File: src/rtl/flash_cmd_sequencer.sv
module flash_cmd_sequencer #(
  parameter int ADDR_W     = 24,
  parameter int PORT_BYTES = 4,
  parameter int CHIP_BYTES = 2,
  parameter int NUM_SECT   = 64,
  parameter int TMO_W      = 20
) (
  input  logic                        clk,
  input  logic                        rst_n,
  input  logic                        req_valid,
  input  logic                        req_prog,
  input  logic                        cmd_family,
  input  logic [$clog2(NUM_SECT)-1:0] req_sector,
  input  logic [ADDR_W-1:0]           req_base,
  input  logic [ADDR_W-1:0]           req_addr,
  input  logic [8*PORT_BYTES-1:0]     req_data,
  input  logic [TMO_W-1:0]            req_timeout,
  input  logic [NUM_SECT-1:0]         sect_protect,
  output logic                        busy,
  output logic                        done,
  output logic [3:0]                  err_code,
  output logic [ADDR_W-1:0]           fl_addr,
  output logic [8*PORT_BYTES-1:0]     fl_wdata,
  output logic                        fl_we,
  output logic                        fl_re,
  input  logic [8*PORT_BYTES-1:0]     fl_rdata
);
  localparam int DW    = 8 * PORT_BYTES;
  localparam int CW    = 8 * CHIP_BYTES;
  localparam int LANES = PORT_BYTES / CHIP_BYTES;
  localparam logic [ADDR_W-1:0] UNL_A = ADDR_W'(12'h555);
  localparam logic [ADDR_W-1:0] UNL_B = ADDR_W'(12'h2AA);

  localparam logic [3:0] E_OK = 4'd0, E_TMO = 4'd1, E_DIRTY = 4'd2, E_SKIP = 4'd3,
                         E_SEQ = 4'd4, E_ERASE = 4'd5, E_LOCKERR = 4'd6,
                         E_LOCKED = 4'd7, E_VPP = 4'd8, E_STAT = 4'd9;

  function automatic logic [DW-1:0] lanes(input logic [7:0] b);
    logic [DW-1:0] w;
    w = '0;
    for (int i = 0; i < LANES; i++) w[i*CW +: 8] = b;
    return w;
  endfunction

  function automatic logic any_lane(input logic [DW-1:0] w, input int b);
    logic r;
    r = 1'b0;
    for (int i = 0; i < LANES; i++) r = r | w[i*CW + b];
    return r;
  endfunction

  function automatic logic all_lane(input logic [DW-1:0] w, input int b);
    logic r;
    r = 1'b1;
    for (int i = 0; i < LANES; i++) r = r & w[i*CW + b];
    return r;
  endfunction

  function automatic logic [3:0] decode(input logic [DW-1:0] s);
    if (s == lanes(8'h80))                 return E_OK;
    if (any_lane(s, 1))                    return E_LOCKED;
    if (any_lane(s, 5) && any_lane(s, 4))  return E_SEQ;
    if (any_lane(s, 5))                    return E_ERASE;
    if (any_lane(s, 4))                    return E_LOCKERR;
    if (any_lane(s, 3))                    return E_VPP;
    return E_STAT;
  endfunction

  typedef enum logic [2:0] {
    S_IDLE, S_PRE_RD, S_PRE_CHK, S_SEQ, S_POLL_RD, S_POLL_CHK, S_RST, S_FIN
  } state_t;

  state_t            state;
  logic              op_q, fam_q, have_prev;
  logic [ADDR_W-1:0] base_q, dest_q;
  logic [DW-1:0]     data_q, prev_q;
  logic [TMO_W-1:0]  tmo_q;
  logic [TMO_W:0]    timer_q;
  logic [2:0]        step_q;
  logic [3:0]        err_q;

  logic [ADDR_W-1:0] tgt, st_addr;
  logic [7:0]        st_byte;
  logic              st_data, st_last;
  logic              rdy_bit, stable6, complete;
  logic [DW-1:0]     lane_mask;

  assign tgt       = op_q ? dest_q : base_q;
  assign lane_mask = lanes(8'hFF);

  always_comb begin
    st_addr = tgt;
    st_byte = 8'h00;
    st_data = 1'b0;
    st_last = 1'b0;
    if (!fam_q) begin
      case (step_q)
        3'd0:    st_byte = 8'h50;
        3'd1:    st_byte = op_q ? 8'h40 : 8'h20;
        default: begin
          st_last = 1'b1;
          if (op_q) st_data = 1'b1;
          else      st_byte = 8'hD0;
        end
      endcase
    end else begin
      case (step_q)
        3'd0: begin st_addr = UNL_A; st_byte = 8'hAA; end
        3'd1: begin st_addr = UNL_B; st_byte = 8'h55; end
        3'd2: begin st_addr = UNL_A; st_byte = op_q ? 8'hA0 : 8'h80; end
        3'd3: begin
          if (op_q) begin st_data = 1'b1; st_last = 1'b1; end
          else begin st_addr = UNL_A; st_byte = 8'hAA; end
        end
        3'd4: begin st_addr = UNL_B; st_byte = 8'h55; end
        default: begin st_byte = 8'h30; st_last = 1'b1; end
      endcase
    end
  end

  assign rdy_bit  = all_lane(fl_rdata, 7);
  assign stable6  = have_prev && (((fl_rdata ^ prev_q) & lanes(8'h40)) == '0);
  assign complete = fam_q ? stable6 : rdy_bit;

  always_ff @(posedge clk or negedge rst_n) begin
    if (!rst_n) begin
      state     <= S_IDLE;
      op_q      <= 1'b0;
      fam_q     <= 1'b0;
      have_prev <= 1'b0;
      base_q    <= '0;
      dest_q    <= '0;
      data_q    <= '0;
      prev_q    <= '0;
      tmo_q     <= '0;
      timer_q   <= '0;
      step_q    <= '0;
      err_q     <= E_OK;
    end else begin
      case (state)
        S_IDLE: if (req_valid) begin
          op_q   <= req_prog;
          fam_q  <= cmd_family;
          base_q <= req_base;
          dest_q <= req_addr;
          data_q <= req_data;
          tmo_q  <= req_timeout;
          step_q <= '0;
          err_q  <= E_OK;
          if (!req_prog && sect_protect[req_sector]) begin
            err_q <= E_SKIP;
            state <= S_FIN;
          end else if (req_prog) state <= S_PRE_RD;
          else                   state <= S_SEQ;
        end
        S_PRE_RD: state <= S_PRE_CHK;
        S_PRE_CHK: begin
          if ((fl_rdata & data_q) != data_q) begin
            err_q <= E_DIRTY;
            state <= S_FIN;
          end else state <= S_SEQ;
        end
        S_SEQ: begin
          if (st_last) begin
            state     <= S_POLL_RD;
            timer_q   <= '0;
            have_prev <= 1'b0;
          end else step_q <= step_q + 3'd1;
        end
        S_POLL_RD: begin
          timer_q <= timer_q + 1'b1;
          state   <= S_POLL_CHK;
        end
        S_POLL_CHK: begin
          timer_q   <= timer_q + 1'b1;
          prev_q    <= fl_rdata;
          have_prev <= 1'b1;
          if (complete) begin
            if (fam_q) begin
              err_q <= E_OK;
              state <= S_FIN;
            end else begin
              err_q <= decode(fl_rdata);
              state <= S_RST;
            end
          end else if (timer_q >= {1'b0, tmo_q}) begin
            err_q <= E_TMO;
            state <= S_RST;
          end else state <= S_POLL_RD;
        end
        S_RST:   state <= S_FIN;
        default: state <= S_IDLE;
      endcase
    end
  end

  assign busy     = (state != S_IDLE);
  assign done     = (state == S_FIN);
  assign err_code = err_q;
  assign fl_we    = (state == S_SEQ) || (state == S_RST);
  assign fl_re    = (state == S_PRE_RD) || (state == S_POLL_RD);
  assign fl_addr  = (state == S_SEQ) ? st_addr : tgt;
  assign fl_wdata = (state == S_SEQ) ? (st_data ? data_q : lanes(st_byte))
                                     : lanes(fam_q ? 8'hF0 : 8'hFF);

  p_done_pulse_r12: assert property (@(posedge clk) disable iff (!rst_n)
    done |=> !done);
  p_done_then_idle_r12: assert property (@(posedge clk) disable iff (!rst_n)
    done |=> !busy);
  p_hold_request_r12: assert property (@(posedge clk) disable iff (!rst_n)
    (busy && $past(busy)) |-> ($stable(base_q) && $stable(dest_q) && $stable(op_q) && $stable(fam_q)));
  p_skip_quiet_r6: assert property (@(posedge clk) disable iff (!rst_n)
    (done && err_code == E_SKIP) |-> (!$past(fl_we) && !$past(fl_re)));
  p_dirty_quiet_r5: assert property (@(posedge clk) disable iff (!rst_n)
    (done && err_code == E_DIRTY) |-> (!$past(fl_we) && $past(fl_re, 2)));
  p_timeout_reset_r9: assert property (@(posedge clk) disable iff (!rst_n)
    (done && err_code == E_TMO) |-> ($past(fl_we) && $past(fl_addr) == tgt));
  p_cmd_lanes_r11: assert property (@(posedge clk) disable iff (!rst_n)
    (fl_we && !(state == S_SEQ && st_data)) |-> ((fl_wdata & ~lane_mask) == '0));
endmodule

File: config.mk
export PLATFORM = sky130hd
export DESIGN_NAME = flash_cmd_sequencer
export DESIGN_NICKNAME = d
export VERILOG_FILES = /design/src/rtl/flash_cmd_sequencer.sv
export SDC_FILE = /design/constraint.sdc
export NUM_CORES = 1
export LEC_CHECK = 0
export BUFFER_PORTS_ARGS = -buffer_cell sky130_fd_sc_hd__buf_2
export CAP_MARGIN = 20
export CORE_ASPECT_RATIO = 1.2
export CORE_UTILIZATION = 51
export CTS_BUF_LIST = sky130_fd_sc_hd__clkbuf_8 sky130_fd_sc_hd__clkbuf_16
export CTS_CLUSTER_SIZE = 14
export DETAILED_ROUTE_END_ITERATION = 8
export PLACE_DENSITY = 0.83
export REMOVE_ABC_BUFFERS = 1
export SLEW_MARGIN = 5
export SYNTH_ARGS = -nofsm -noshare
export SYNTH_HDL_FRONTEND = slang
export SYNTH_SLANG_ARGS = --single-unit
File: constraint.sdc
create_clock -name clk -period 3.05 [get_ports clk]
set_clock_uncertainty 0.15 [all_clocks]
set_input_delay 0.4575 -clock clk [delete_from_list [all_inputs] [get_ports clk]]
set_output_delay 0.4575 -clock clk [all_outputs]
set_load 0.03 [all_outputs]
==> results of run 1 <==
timing repair:
item | 4_1_cts | 5_1_grt
endpoints found under the hold margin | 52 | 0
gates resized for setup | 18 | 69
hold buffers | 1 | 0
buffers inserted | 3 | 3
pin swaps | 5 | 9
cloned | 0 | 1
endpoints found under the setup margin | 27 | 37
synthesized netlist by cell type, types with 3 or more instances:
master and count:
buf_1 6, mux2i_1 16, xnor2_1 11, nor3b_1 3, nor4_1 8, a21o_1 4, a22o_1 14, buf_2 7
xor2_1 5, a22oi_1 3, and2_1 4, nor2b_1 5, a211oi_1 3, o22ai_1 16, nand3b_1 3, nand4_1 7
nor3_1 28, o21ai_1 12, nand2b_1 9, a21boi_1 3, nand3_1 16, o2111ai_1 3, ha_1 26, nor2_1 37
nand2_1 82, o221ai_1 3, mux2_1 46, mux2_2 18, or3_1 3, clkbuf_1 28, o21ai_0 64, a2111oi_2 7
dfrtp_1 136, and3_1 8, mux4_2 16, inv_1 56, a21oi_1 39
cells by family (layout without fill, tap and decap cells):
family / count (synthesis) / in the layout / share of synthesized area
AO/OA/AOI/OAI: 192 / 192 / 0.159
flip-flops: 136 / 136 / 0.436
adder cells (fa/ha/maj): 26 / 26 / 0.0416
AND/OR/NAND/NOR: 222 / 222 / 0.135
multiplexers: 96 / 96 / 0.159
buffers and inverters: 101 / 394 / 0.0516
XOR/XNOR: 16 / 16 / 0.0179
metal layers:
layer | global-route usage | routed length (µm) | vias up
li1 | - | - | 3398
met1 | 0.344 | 9170 | 3480
met2 | 0.512 | 11600 | 381
met3 | 0.0849 | 1820 | 90
met4 | 0.141 | 952 | 2
met5 | 0 | 19 | -
power breakdown:
part	leakage (nW)	total, mW	internal [mW]	switching (mW)
Clock	0.292	2.12	1.35	0.779
Sequential	1.68	3.02	2.59	0.429
Combinational	2.93	5.55	2.16	3.39
sequential cells by signal, indices dropped and copies added (netlist names):
| register | flops |
|---|---|
| dest_q | 24 |
| prev_q | 2 |
| step_q | 3 |
| fam_q | 1 |
| op_q | 1 |
| err_code | 4 |
| have_prev | 1 |
| base_q | 24 |
| data_q | 32 |
| tmo_q | 20 |
| timer_q | 21 |
| state | 3 |
critical path: stages, from the launching register on:
cell     delay, ns
dfrtp_2       0.46
inv_1         0.12
ha_4          0.18
nor2_4        0.11
nor2_2        0.05
nor3_2        0.29
buf_4         0.20
nor2_4        0.04
nor2_4        0.14
buf_6         0.16
a22o_1        0.18
buf_6         0.14
final cells by class:
type                       count  area (µm²)
clock buffer                  20         467
clock inverter                11         146
fill                        1202        4510
inverter                      57         216
multi-input combinational    552        4190
sequential                   136        3410
tap                          204         255
timing repair buffer         306        1770
per-stage QoR:
step,setup WS [ns],area [µm²],TNS [ns],cells,hold slack (ns)
CTS,0.0108,10200,0,1282,0.0732
detailed placement,-0.244,9490,-2.91,1247,0.310
global route,-0.119,10500,-2.11,1286,0.0781
global placement,-0.0979,9490,-1.25,1247,0.298
finish,-0.0401,10500,-0.238,1286,0.0881
floorplan,-1.25,7620,-120.50,745,0.0119
final timing paths:
kind                                start     endpoint  depth (start not counted)
max                             step_q[1]  fl_addr[14]                         11
min                        req_timeout[1]     tmo_q[1]                          3
max reg2reg                     step_q[1]  timer_q[16]                          9
min reg2reg                     base_q[4]    base_q[4]                          1
max in group asynchronous           rst_n   data_q[26]                          3
min in group asynchronous           rst_n   data_q[13]                          2
==> impl_metrics.json, run 1 <==
{
  "max_freq_mhz": 324,
  "diodes": 0,
  "num_vias": 7351,
  "finalCritPeriodShare": 1.01,
  "rows": 49,
  "syn2layout_area_growth_pct": 33.8,
  "overflow": 0,
  "die-width_um": 115,
  "grt_setup_unrepaired": "true",
  "numCtsBuffers": 17,
  "synth_edf_count": 0,
  "hpwl_um": 17400,
  "synthArstFlopShare": 1.00,
  "cp-end-kind": "primary output",
  "yosysWarnings": 0,
  "drv_slew": 0,
  "crit_required_ns": 2.44,
  "status": "finished with violations",
  "die_h_um": 138,
  "critical_path_class": "register to primary output",
  "relSlewSlack": 0.540,
  "grtUsageTotal": 0.299,
  "power_density_nw_per_um2": 1020,
  "core_um2": 15000,
  "boundaryPins": 271,
  "synth_cell_type_count": 64,
  "yosys.area.top_type": "dfrtp_1",
  "worstPathArrival_ns": 2.48,
  "routed_wl_um": 23500,
  "yosysSeqAreaShare": 0.436,
  "place_congestion": 0.947,
  "initial_core_util": 0.522,
  "dr.pass1.iters": 5,
  "critPathMaxFanout": 7,
  "p_leak_nw": 4.90,
  "synthFlopType": "dfrtp_1",
  "clk_pin_slew_ns": 0.06,
  "layout_common_cells": "buf_2 (249), dfrtp_1 (134), nand2_1 (82)",
  "cts_tree": "done",
  "drc": 0,
  "vdd_drop_max_mv": 0.746,
  "fin_crit_ns": 3.09,
  "tightestPinTransition_ns": 0.684,
  "htreeDepth": 4,
  "final.setup.worst_slack_ns": -0.0401,
  "synthesis.area_um2": 7810,
  "nNetsFinal": 1303,
  "drt_first_iter_violations": 504,
  "clkSinkCount": 136,
  "antenna_left": 0,
  "grt_pass1_wl_um": 35500,
  "start_kind": "register",
  "finalPower_mw": 10.7,
  "syn_inst": 789,
  "dieArea_um2": 15800,
  "layout_commonest_cell": "buf_2",
  "grt_max_degree": 58,
  "final_hold_viol_count": 0,
  "synth_top_cells_by_area": "dfrtp_1 (44%), mux2_1 (6.6%), mux4_2 (4.6%)",
  "rrSetupSlack_ns": 0.31,
  "viasPerCell": 5.72,
  "port_buffers": 270,
  "wire_per_inst_um": 18.3,
  "clk_path_buf_depth": 2,
  "ys_ff_latch": 136,
  "finalSetupViolations": 15,
  "post-route-util": 0.699,
  "min_path_type": "primary input to register",
  "yosysTopAreaCellShare": 0.436,
  "cap_violations": 0,
  "drive_above_1_share": 0.381,
  "ctsRootBufferMaster": "clkbuf_16",
  "antenna_found_initial": 2,
  "clk-insertion-delay-late_ns": 0.42,
  "avgSynthCellArea_um2": 9.90,
  "violations": "negative setup slack",
  "grt_pass1_vias": 7149
}
Note: power is estimated with default switching activity, not from simulation.
==> run 2, diff against run 1 <==
--- a/config.mk
+++ b/config.mk
@@ -12,7 +12,7 @@
 export CTS_BUF_LIST = sky130_fd_sc_hd__clkbuf_8 sky130_fd_sc_hd__clkbuf_16
 export CTS_CLUSTER_SIZE = 14
 export DETAILED_ROUTE_END_ITERATION = 8
-export PLACE_DENSITY = 0.83
+export PLACE_DENSITY_LB_ADDON = 0.15
 export REMOVE_ABC_BUFFERS = 1
 export SLEW_MARGIN = 5
 export SYNTH_ARGS = -nofsm -noshare
==> run 2 against run 1 <==
  * The run now ends clean
  * Design area shrank 1.5%
  * Sequential share of layout area grew 0.49 points
  * First-iteration DRC count shrank 28%
  * Sequential power is essentially flat
  * Non-clock buffer count down 4
  * Critical endpoint is now fl_wdata[5]
  * Largest cell class unchanged
==> impl_metrics.json, run 2 (synthesis results as in run 1) <==
{
  "hpwl_um": 15700,
  "antenna_found_initial": 0,
  "final_hold_viol_count": 0,
  "max_flop_register": "data_q",
  "port_buffers": 270,
  "rrSetupSlack_ns": 0.38,
  "nNetsFinal": 1299,
  "grt_pass1_vias": 6604,
  "numCtsBuffers": 17,
  "grt_max_degree": 80,
  "dieArea_um2": 15800,
  "finalPower_mw": 10.3,
  "top_regs": "data_q (32), base_q (24), dest_q (24)",
  "crit_required_ns": 2.44,
  "final.setup.worst_slack_ns": 0.0637,
  "dr.pass1.iters": 5,
  "core_um2": 15000,
  "tightestPinTransition_ns": 0.769,
  "place_congestion": 0.820,
  "initial_core_util": 0.522,
  "crit_slowest_cell": "dfrtp_2",
  "antenna_left": 0,
  "rows": 49,
  "relSlewSlack": 0.487,
  "largest_reg_flops": 32,
  "slowest_delay_ns": 0.41,
  "worstPathArrival_ns": 2.38,
  "path_cells": "ha_4, ha_4, nor2_1, o21a_1, o41ai_2, a21oi_1, a311oi_2, o21ai_1, buf_4",
  "power_density_nw_per_um2": 1000,
  "critical_path_class": "register to primary output",
  "wire_per_inst_um": 16.3,
  "detailedPlace.worstSlack_ns": -0.134,
  "wl_met3_um": 1190,
  "drive_above_1_share": 0.368,
  "die_h_um": 138,
  "drt_first_iter_violations": 363,
  "layout_common_cells": "buf_2 (254), dfrtp_1 (134), nand2_1 (82)",
  "clkSinkCount": 136,
  "overflow": 0,
  "max_freq_mhz": 335,
  "routed_wl_um": 20900,
  "crit_top_cell": "ha_4",
  "layout_commonest_cell": "buf_2",
  "vdd_drop_max_mv": 0.748,
  "min_path_type": "primary input to register",
  "htreeDepth": 4,
  "diodes": 0,
  "clk_pin_slew_ns": 0.06,
  "drv_slew": 0,
  "die-width_um": 115,
  "ctsRootBufferMaster": "clkbuf_16",
  "start_kind": "register",
  "clk_path_buf_depth": 2,
  "drc": 0,
  "crit_family": "compound AO/OA/AOI/OAI gates",
  "setup-tns-final_ns": 0,
  "critPathMaxFanout": 4,
  "grt_setup_unrepaired": "true",
  "p_leak_nw": 4.86,
  "finalSetupViolations": 0,
  "clk-insertion-delay-late_ns": 0.42,
  "cap_violations": 0,
  "finalCritPeriodShare": 0.979,
  "met1_length_um": 8770,
  "viasPerCell": 5.47,
  "fin_crit_ns": 2.99,
  "top_layer_used": "met4",
  "syn2layout_area_growth_pct": 31.8,
  "cp-end-kind": "primary output",
  "status": "finished clean",
  "grt_pass1_wl_um": 32200,
  "num_vias": 7012,
  "boundaryPins": 271,
  "grtUsageTotal": 0.265,
  "critPathBufInv": 1,
  "met2_length_um": 10500,
  "cts_tree": "done"
}
## run 2: per-stage QoR
| step | area, µm² | cells | utilization | hold WS [ns] |
|---|---|---|---|---|
| CTS | 10200 | 1281 | 0.682 | 0.0710 |
| global route | 10300 | 1283 | 0.688 | 0.0834 |
| global placement | 9480 | 1246 | 0.634 | 0.318 |
| floorplan | 7620 | 745 | - | 0.0119 |
| finish | 10300 | 1283 | 0.688 | 0.0845 |
| detailed placement | 9480 | 1246 | 0.634 | 0.324 |
## run 2: metal layers
layer / up-vias / track usage
met4: 0 / 0.0967
met5: - / 0
met3: 33 / 0.0537
met1: 3348 / 0.326
li1: 3397 / -
met2: 234 / 0.461
## run 2: final cells by class
class | instances | area, µm²
Tap cell | 204 | 255
Multi-Input combinational cell | 552 | 4090
Inverter | 57 | 214
Clock buffer | 17 | 425
Fill cell | 1261 | 4660
Clock inverter | 15 | 215
Sequential cell | 136 | 3410
Timing Repair Buffer | 302 | 1690
## run 2: report_power, final
group | switching [mW] | internal [mW]
sequential | 0.424 | 2.59
combinational | 3.09 | 2.00
clock | 0.859 | 1.39
total | 4.37 | 5.97
## run 2: worst register-to-register path, delay by kind of cell (launching register included)
kind	cells	cell delay, ns
and+or+nand+nor	2	0.20
buffers and inverters	2	0.36
DFF	1	0.44
xor gates and xnor gates	1	0.18
adders and majority gates	2	0.35
AOI/OAI and AO/OA	3	0.88
## run 2: what timing repair did
item,4_1_cts,5_1_grt
endpoints found under the setup margin,29,34
cloned,0,1
hold buffers,1,0
endpoints found under the hold margin,78,0
gates resized for setup,12,31
buffers inserted,2,1
pin swaps,3,3
## run 2: worst paths after layout
path	to	cells after the start	from
setup / recovery	fl_wdata[5]	9	step_q[1]
min in group asynchronous	tmo_q[1]	2	rst_n
max in group asynchronous	dest_q[12]	3	rst_n
hold reg to reg	dest_q[0]	1	dest_q[0]
hold / removal	tmo_q[1]	3	req_timeout[1]
setup reg to reg	timer_q[20]	10	step_q[1]
==> run 3, diff against run 2 <==
--- a/config.mk
+++ b/config.mk
@@ -5,10 +5,11 @@
 export SDC_FILE = /design/constraint.sdc
 export NUM_CORES = 1
 export LEC_CHECK = 0
+export ABC_AREA = 1
 export BUFFER_PORTS_ARGS = -buffer_cell sky130_fd_sc_hd__buf_2
 export CAP_MARGIN = 20
 export CORE_ASPECT_RATIO = 1.2
-export CORE_UTILIZATION = 51
+export CORE_UTILIZATION = 52
 export CTS_BUF_LIST = sky130_fd_sc_hd__clkbuf_8 sky130_fd_sc_hd__clkbuf_16
 export CTS_CLUSTER_SIZE = 14
 export DETAILED_ROUTE_END_ITERATION = 8
==> run 3 against run 2 <==
  * Clock power down 5%
  * Total power fell by 2.9%
  * Area after synthesis is 7.6% higher
  * Synthesized cell count grew 52%
  * Sequential share of layout area down 1.2 points
  * Global-route usage is 2.6 points higher
  * Worst setup slack lost 0.038 ns
  * Design area is 3.6% higher
  * Fmax down 1.3%
  * Critical path type unchanged
==> impl_metrics.json, run 3 <==
{
  "vdd_drop_max_mv": 0.552,
  "intPower_mw": 5.41,
  "yosysSeqAreaShare": 0.405,
  "multi_input_area_um2": 4200,
  "yosys.area.top_type": "dfrtp_1",
  "max_flop_register": "data_q",
  "start_kind": "register",
  "power.switching_mw": 4.63,
  "regArea_um2": 3400,
  "power_frac_seq": 0.294,
  "clk_path_buf_depth": 2,
  "grt_setup_unrepaired": "true",
  "overflow": 0,
  "place_inst": 1635,
  "num-fill-cells": 1390,
  "initial_core_util": 0.535,
  "tightestPinTransition_ns": 0.850,
  "status": "finished clean",
  "grt_pass1_wl_um": 39100,
  "place_congestion": 0.900,
  "dr.pass1.iters": 5,
  "antenna_found_initial": 3,
  "cp-end-kind": "primary output",
  "synth_top_cells_by_area": "dfrtp_1 (41%), nand2_1 (17%), o21ai_0 (7.6%)",
  "power_density_nw_per_um2": 942,
  "slowest_delay_ns": 0.41,
  "power.share.clock": 0.212,
  "p_leak_nw": 5.57,
  "finalCritPeriodShare": 0.992,
  "num_vias": 8768,
  "cts_tree": "done",
  "port_buffers": 270,
  "critPathMaxFanout": 10,
  "critical_path_class": "register to primary output",
  "numCtsBuffers": 17,
  "p_comb_frac": 0.495,
  "die_h_um": 141,
  "dieArea_um2": 16700,
  "largest_reg_flops": 32,
  "yosysTopAreaCellShare": 0.405,
  "synth_cell_type_count": 46,
  "worstPathArrival_ns": 2.42,
  "synthesis.area_um2": 8400,
  "drc": 0,
  "rows": 50,
  "clkSinkCount": 136,
  "grt_pass1_vias": 8444,
  "synthFlopType": "dfrtp_1",
  "switching_share": 0.461,
  "yosysMostFrequentCell": "nand2_1",
  "layout_commonest_cell": "nand2_1",
  "clk_pin_slew_ns": 0.06,
  "nNetsFinal": 1687,
  "synth_commonest_cells": "nand2_1 (379), inv_1 (154), dfrtp_1 (136)",
  "max_freq_mhz": 331,
  "finalSetupViolations": 0,
  "drt_first_iter_violations": 566,
  "ys_ff_latch": 136,
  "avgSynthCellArea_um2": 7.02,
  "htreeDepth": 4,
  "layout_common_cells": "nand2_1 (378), buf_2 (253), inv_1 (152)",
  "top_regs": "data_q (32), base_q (24), dest_q (24)",
  "ctsRootBufferMaster": "clkbuf_16",
  "grt_max_degree": 174,
  "drive_above_1_share": 0.249,
  "viasPerCell": 5.23,
  "crit_slowest_cell": "dfrtp_1",
  "path_cells": "ha_1, ha_2, nand3_1, nand2_1, buf_4, clkinvlp_4, a31oi_2, a21oi_1, buf_2",
  "relSlewSlack": 0.433,
  "antenna_left": 0,
  "cap_violations": 0,
  "yosysWarnings": 0,
  "die-width_um": 118,
  "fin_crit_ns": 3.02,
  "wire_per_inst_um": 14.2,
  "finalPower_mw": 10.0,
  "synthArstFlopShare": 1.00,
  "synth_edf_count": 0,
  "min_path_type": "primary input to register",
  "syn2layout_area_growth_pct": 27.0,
  "core_um2": 15700,
  "clk-insertion-delay-late_ns": 0.42,
  "hpwl_um": 17500,
  "crit_required_ns": 2.44,
  "syn_inst": 1197,
  "stdcell_count": 1678,
  "drv_slew": 0,
  "boundaryPins": 271,
  "final_hold_viol_count": 0,
  "routed_wl_um": 23900,
  "grtUsageTotal": 0.291
}
## run 3: cell count changes after synthesis, moves of 16 or more
cell	change
mux4_2	-16
inv_1	+98
mux2_1	-46
o21ai_0	+64
nand3_1	+75
mux2_2	-18
mux2i_1	-16
nor2_1	+37
nand2_1	+297
## run 3: area by class of cell
type                       instances  share of cell area
clock buffer                      21              0.0450
multi-input combinational        847               0.393
timing repair buffer             286               0.145
antenna                            3            0.000704
clock inverter                    11              0.0124
inverter                         166              0.0599
sequential                       136               0.319
tap                              208              0.0244
## run 3: layer usage
layer,vias up,global-route usage,share of wire
met3,69,0.0587,0.063
met1,4028,0.350,0.41
met2,321,0.506,0.49
met5,-,0,0
li1,4350,-,-
met4,0,0.132,0.038
## run 3: stage by stage
| stage | utilization | area (µm²) | setup slack [ns] | TNS (ns) | hold slack, ns |
|---|---|---|---|---|---|
| 3_3_place_gp | 0.628 | 9860 | 0.298 | 0 | 0.299 |
| 3_5_place_dp | 0.628 | 9860 | 0.248 | 0 | 0.304 |
| 2_1_floorplan | - | 8160 | -2.35 | -164.01 | 0.0119 |
| 6_report | 0.679 | 10700 | 0.0254 | 0 | 0.0812 |
| 5_1_grt | 0.679 | 10700 | -0.0797 | -0.894 | 0.0759 |
| 4_1_cts | 0.669 | 10500 | -0.0162 | -0.0363 | 0.0738 |
## run 3: path summary, 6_finish.rpt
path,cells past startpoint,end,slack (ns),start
worst max-delay path,9,fl_wdata[19],0.03,step_q[1]
worst min-delay path,3,tmo_q[0],0.08,req_timeout[0]
worst max register to register,15,timer_q[12],0.80,step_q[0]
worst min register to register,2,base_q[8],0.32,base_q[8]
max in group asynchronous,3,dest_q[10],1.41,rst_n
min in group asynchronous,2,data_q[27],0.44,rst_n
## run 3: critical path, delay by kind of cell, from the launching register on
family | cells | cell delay [ns]
AO/OA/AOI/OAI | 2 | 0.40
adder cells (fa/ha/maj) | 2 | 0.39
buffers and inverters | 3 | 0.58
flip-flops | 1 | 0.41
AND/OR/NAND/NOR | 2 | 0.21
## run 3: power groups by stage
stage / Sequential (mW) / Combinational, mW / Clock (mW)
2_1_floorplan: 2.95 / 3.32 / 0
3_3_place_gp: 2.94 / 4.67 / 0
3_5_place_dp: 2.97 / 4.76 / 0
4_1_cts: 2.94 / 4.82 / 2.15
5_1_grt: 3.03 / 5.52 / 2.22
6_report: 2.95 / 4.97 / 2.13
## run 3: timing repair
item,4_1_cts,5_1_grt
hold buffers,1,0
gates cloned,0,0
pin swaps,3,5
resized for setup,4,39
buffers inserted,1,6
endpoints found under the hold margin,68,0
endpoints found under the setup margin,26,50
## run 3: kinds of logic after synthesis
family,Yosys count,share of synthesized area
and+or+nand+nor,598,0.298
AOI/OAI and AO/OA,212,0.142
xor gates and xnor gates,11,0.0115
buffers and inverters,214,0.105
adders and majority gates,26,0.0387
DFF,136,0.405
